==> config.mk <==
export PLATFORM = sky130hd
export DESIGN_NAME = branch_resolver
export DESIGN_NICKNAME = d
export VERILOG_FILES = /design/src/rtl/branch_resolver.sv
export SDC_FILE = /design/constraint.sdc
export NUM_CORES = 1
export LEC_CHECK = 0
export BUFFER_PORTS_ARGS = -buffer_cell sky130_fd_sc_hd__clkbuf_2
export CAP_MARGIN = 20
export CORE_ASPECT_RATIO = 1.25
export CORE_MARGIN = 3
export CORE_UTILIZATION = 50
export DETAILED_ROUTE_END_ITERATION = 7
export PLACE_DENSITY_LB_ADDON = 0.25
export SLEW_MARGIN = 20
export SYNTH_ARGS = -nofsm -noshare
export SYNTH_HDL_FRONTEND = slang
export SYNTH_SLANG_ARGS = --single-unit
==> constraint.sdc <==
create_clock -name clk -period 4 [get_ports clk]
set_input_delay 0.8 -clock clk [delete_from_list [all_inputs] [get_ports clk]]
set_output_delay 0.8 -clock clk [all_outputs]
set_load 0.05 [all_outputs]
==> src/rtl/branch_resolver.sv <==
module branch_resolver #(
  parameter int XLEN = 32
) (
  input  logic            clk,
  input  logic            rst_n,
  input  logic [6:0]      op_i,
  input  logic [2:0]      funct3_i,
  input  logic [6:0]      imm_hi_i,
  input  logic [4:0]      imm_lo_i,
  input  logic [XLEN-1:0] pc_i,
  input  logic [XLEN-1:0] rs1_i,
  input  logic [XLEN-1:0] rs2_i,
  output logic            take_o,
  output logic [XLEN-1:0] target_o,
  output logic            hold_o,
  output logic            mem_we_o,
  output logic [XLEN-1:0] mem_raddr_o,
  output logic [XLEN-1:0] mem_waddr_o,
  output logic [XLEN-1:0] mem_wdata_o,
  output logic [XLEN-1:0] rd_wdata_o
);
  localparam logic [6:0] OP_BRANCH = 7'b1100011;
  localparam int         SEXT      = XLEN - 12;

  logic [6:0]      op_q;
  logic [2:0]      f3_q;
  logic [6:0]      hi_q;
  logic [4:0]      lo_q;
  logic [XLEN-1:0] pc_q, a_q, b_q;

  always_ff @(posedge clk) begin
    if (!rst_n) begin
      op_q <= '0;
      f3_q <= '0;
      hi_q <= '0;
      lo_q <= '0;
      pc_q <= '0;
      a_q  <= '0;
      b_q  <= '0;
    end else begin
      op_q <= op_i;
      f3_q <= funct3_i;
      hi_q <= imm_hi_i;
      lo_q <= imm_lo_i;
      pc_q <= pc_i;
      a_q  <= rs1_i;
      b_q  <= rs2_i;
    end
  end

  logic [XLEN-1:0] offset;
  assign offset = {{SEXT{hi_q[6]}}, lo_q[0], hi_q[5:0], lo_q[4:1], 1'b0};

  logic is_branch, eq, lt_s, lt_u;
  assign is_branch = (op_q == OP_BRANCH);
  assign eq   = (a_q == b_q);
  assign lt_s = ($signed(a_q) < $signed(b_q));
  assign lt_u = (a_q < b_q);

  logic cond;
  always_comb begin
    case (f3_q)
      3'b000:  cond = eq;
      3'b001:  cond = !eq;
      3'b100:  cond = lt_s;
      3'b101:  cond = !lt_s;
      3'b110:  cond = lt_u;
      3'b111:  cond = !lt_u;
      default: cond = 1'b0;
    endcase
  end

  logic            take_c;
  logic [XLEN-1:0] target_c;
  assign take_c   = is_branch && cond;
  assign target_c = take_c ? (pc_q + offset) : '0;

  always_ff @(posedge clk) begin
    if (!rst_n) begin
      take_o   <= 1'b0;
      target_o <= '0;
    end else begin
      take_o   <= take_c;
      target_o <= target_c;
    end
  end

  assign hold_o      = 1'b0;
  assign mem_we_o    = 1'b0;
  assign mem_raddr_o = '0;
  assign mem_waddr_o = '0;
  assign mem_wdata_o = '0;
  assign rd_wdata_o  = '0;
endmodule

# Word-level counts from Yosys, hierarchy flattened
# Cells that the tools add are included.
dict set report word_totals {
  output_inout_bits 163
  inputBits 120
  regBits 151
}
dict set report op_classes {
  n_reduce_logical 6
  eq_ne 7
  n_lt_le_gt_ge 2
  add_sub_neg 1
  mux 1
}
# op n
set ops {}
lappend ops {{$lt 32x32->1} 2}
lappend ops {{$add 32x32->32} 1}
lappend ops {{$eq 32x32->1} 1}
lappend ops {{$eq 3x3->1 const B} 4}
lappend ops {{$eq 7x7->1 const B} 1}
lappend ops {{$pmux 1 s6} 1}
lappend ops {{$eq 3x1->1 const B} 1}
lappend ops {{$logic_not 1->1} 3}
lappend ops {{$logic_not 3->1} 1}
lappend ops {{$reduce_and 2->1} 1}
lappend ops {{$logic_and 1x1->1} 1}

# Logic depth before layout (Yosys ltp)
dict set report logic_depth {
  ltp_word 5
  depth_mapped 11
  ltp_nobuf 11
}

# Least setup slack after synthesis
# No wires, ideal clock.
dict set report synth_timing {
  kind {reg2reg}
  startpoint {register hi_q[6]}
  endpoint {register target_o[27]}
  t_required_ps 3886
  path_stages_with_launch 11
  t_arrival_ps 2707
  slack_ps 1179
  setup_time_ps 114
  path_cell_list {dfxtp_1 > ha_1 > clkbuf_1 > a21oi_1 > o21ai_0 > a221oi_1 > o22ai_1 > or3_1 > a31oi_1 > xor2_1 > nor2_1}
}
dict set report synth_between {
  elab_chain_len 1
}
# item line_no
set synth_lines {}
lappend synth_lines {{start: declaration} 27} ;# logic [6:0] hi_q;
lappend synth_lines {{start signal: assignment} 43} ;# hi_q <= imm_hi_i;
lappend synth_lines {{$add 32x32->32} 76} ;# assign target_c = take_c ? (pc_q + offset) : '0;
lappend synth_lines {{end signal: assignment} 84} ;# target_o <= target_c;
lappend synth_lines {{end: declaration} 14} ;# output logic [XLEN-1:0] target_o,
# No other way between the ends.
# A chain may end at the register's enable or synchronous reset.

# Worst setup path after layout
dict set report layout_timing {
  startpoint {register b_q[7]}
  endpoint {register target_o[23]}
}
dict set report layout_between {
  elab_chain_len 5
}
# item line_no
set layout_lines {}
lappend layout_lines {{start: declaration} 29} ;# logic [XLEN-1:0] pc_q, a_q, b_q;
lappend layout_lines {{start signal: assignment} 47} ;# b_q <= rs2_i;
lappend layout_lines {{$lt 32x32->1, or another cell as far along} 58} ;# assign lt_u = (a_q < b_q);
lappend layout_lines {{$logic_not 1->1, on equally long branches} {68, 64, 66}}
lappend layout_lines {{$pmux 1 s6 *} 62} ;# case (f3_q)
lappend layout_lines {{$logic_and 1x1->1 *} 75} ;# assign take_c = is_branch && cond;
lappend layout_lines {{$reduce_and 2->1 (no line) *} -}
# Mark *: on every way between the ends. The rest lies on a longest branch, timed or not.

==> impl_results.md <==
* Max-cap viol count at 0
* P_sw at 1.09 mW
* Final Hold Viols at 0
* DRT Pass-1 Iters at 4
* Synthesized instance count at 826
* Clock-pin slew on the worst setup and hold paths at 60 ps
* Pre-CTS WS at 888 ps
* Top-area cell type share of the netlist area at 39.7%
* Crit path arrival time at 3400 ps
* Die Ht at about 140 microns
* EDFF count, synth at 0
* Via count at roughly 5,500
* Placed cell areas at ~0.0080 sq mm
* Crit start category: register
* Vias per cell at 4.69
* CTS tree: done
* FFs w/ async S/R, synth at 0%
* Syn avg cell area at 9.21 sq um
* Hold_ws at 433 ps
* Bufs on Longest Clock Path at 2
* Die area at 0.0167 sq mm
* WL/cell at 12.3 microns
* Status: completed
* Tcrit/Tclk final at 77.2%
* Grt met1 use at 20.2%
* GRT Overall Usage at between 15 and 20%
* Most used DFF post-synth: dfxtp_1
* CP Class: register to register
* Die Wd at about 120 microns
* Final WS setup at 913 ps
* DRT iter0 DRCs at between 150 and 200
* Worst hold path class: register to register
* Layout cells sized above 1 at between 10% and 20%
* Fin. max-slew vios at 0
* P_leak at about 4.2 nW
* Postcts setup bufs at 0
* Num CTS Buffers at 17
* Area grow syn2layout at 12.7%
* First-pass GRT wire length at 22,800 microns
* Post_cts resized at 0
* HPWL Detailed at 11,200 microns
* Least-Margin Pin Slew at about 790 ps
* # IOs at 283
* Grt ovf at 0
* CORE AREA at 0.0147 sq mm
* ANT cells at 0
* Remaining antenna violation count at 0
* Most area-hungry cell type in the Yosys netlist: dfxtp_1
* Netlist cell types at 58
* Register bit total from synthesis at 151
* Final Cell Area at 0.00857 sq mm
* Peak VDD IR at 0.322 mV
* Clk Latency, worst-skew pair at 420 ps
* Initial antenna violation count at 1
* Placed Cells at 1,136
* Vias in the first global route at 4,983
* Yosys warning count at 0
* Combinational share of power at 17.8%
* Largest net degree at the start of global routing at 119
* Top cells by area, synth: dfxtp_1, buf_4, ha_1
* WHS Path Cells at 1
* Post-synth top cells: dfxtp_1, buf_4, and2_1
* GR Util met2 at 29.8%
* Share of power burned in registers at 42.9%
* Post-synthesis cell area at 0.00761 sq mm
* Worst path required time at 4310 ps
* RSZ-0062 raised after global routing: false
* Clock sinks at 151
* Register area share after synthesis at 39.7%
* Slew headroom at a little under half
* Most numerous cell in the Yosys netlist: dfxtp_1
* Final GP Congestion at 0.871
* Power per cell area at 432 mW/mm^2
* Cell-internal power at around 2.6 mW
* Most Used Layer, Global Route: met2
* Final wirelength at approximately 14,000 microns
* Fin cells at 1,167
* Final nets at 1,160
* Clock power share at 39.3%
* Final setup fails at 0
* Initial Utilization at 51.9%
* CP endpoint kind: register
* Rows at a little under 50
* H-tree levels at 4
* Final worst clock skew at 5.18 ps
* GR Util met3 at 4.68%
* Tmin final at between 3000 and 4000 ps
* Max Clk Rate at ~320 MHz
* R2r worst-path depth at 11
* DRC at 0
* Setup TNS at 0 ps
* Critical path fanouts, max at 22
* IO buf count at 152
* CTS Hold Buffers Added at 0
* Sw Share at ~30%
* Root buf cell: clkbuf_16
## cell type report
type / count / area [sq um]
Clock inverter: 11 / 105
Clock buffer: 20 / 437
Timing Repair Buffer: 155 / 783
Fill cell: 1299 / 6080
Multi-Input combinational cell: 610 / 3850
Inverter: 42 / 158
Tap cell: 178 / 223
Sequential cell: 151 / 3020
## critical path: stages, from the launching register on
cell,delay (ps)
dfxtp_1,300
inv_1,40
ha_1,300
a21oi_1,140
o21ai_0,100
a221oi_1,520
o211ai_1,150
a2111o_1,430
a211oi_2,320
a211oi_4,90
buf_4,250
nor4_1,320
## cell usage in the layout (no fill, tap or decap), types with 4 or more instances in the layout
cell type	instances
o21bai_1	6
ha_1	62
nand2_1	33
o21ai_0	18
clkbuf_2	152
nor3_1	11
inv_1	41
clkinvlp_4	4
conb_1	130
xor2_1	7
clkinv_4	4
a31oi_1	4
clkbuf_16	17
o31ai_1	5
a21oi_1	32
a211oi_1	8
nor3b_1	4
nand3_1	9
and2_1	122
and3_1	4
nand2b_1	7
nor2b_1	8
o21a_1	6
nor2_1	48
a21o_1	10
nor4_1	4
nand4_1	14
dfxtp_1	151
xnor2_1	7
## worst paths after layout
path         startpoint           end  slack, ps
max              b_q[7]  target_o[23]        910
min             pc_q[0]   target_o[0]        430
max reg2reg      b_q[7]  target_o[23]        910
min reg2reg     pc_q[0]   target_o[0]        430
## through the flow
| stage | utilization [%] | total power [mW] |
|---|---|---|
| CTS | 58.5 | 3.74 |
| floorplan | - | 2.26 |
| finish | 58.5 | 3.70 |
| detailed placement | 54.8 | 2.28 |
| global route | 58.5 | 3.89 |
| global placement | 54.8 | 2.27 |
## flip-flops by register name, indices dropped and copies added, names as in the netlist
signal,cells
lo_q,5
a_q,32
hi_q,7
f3_q,3
take_o,1
target_o,32
pc_q,32
op_q,7
b_q,32
## power by group through the flow
stage               combinational, mW  sequential, mW  clock [mW]
floorplan                       0.639            1.62           0
global placement                0.652            1.62           0
detailed placement              0.655            1.62           0
CTS                             0.658            1.59        1.49
global route                    0.728            1.59        1.56
finish                          0.658            1.59        1.45
## logic make-up after synthesis
logic type               count (synthesis)  share of synthesized area [%]
flip-flops                             151                           39.7
AND/OR/NAND/NOR                        280                           20.5
AO/OA/AOI/OAI                          120                           11.2
XOR/XNOR                                14                           1.61
other                                    1                         0.0493
multiplexers                             3                          0.395
buffers and inverters                  194                           16.1
adder cells (fa/ha/maj)                 63                           10.5
## routing by layer
| metal | vias to the layer above | share of wire [%] |
|---|---|---|
| li1 | 2809 | - |
| met1 | 2417 | 40 |
| met2 | 220 | 50 |
| met3 | 25 | 7.9 |
| met4 | 2 | 2.0 |
| met5 | - | 0.091 |
Power figures use the tool's default switching activity.
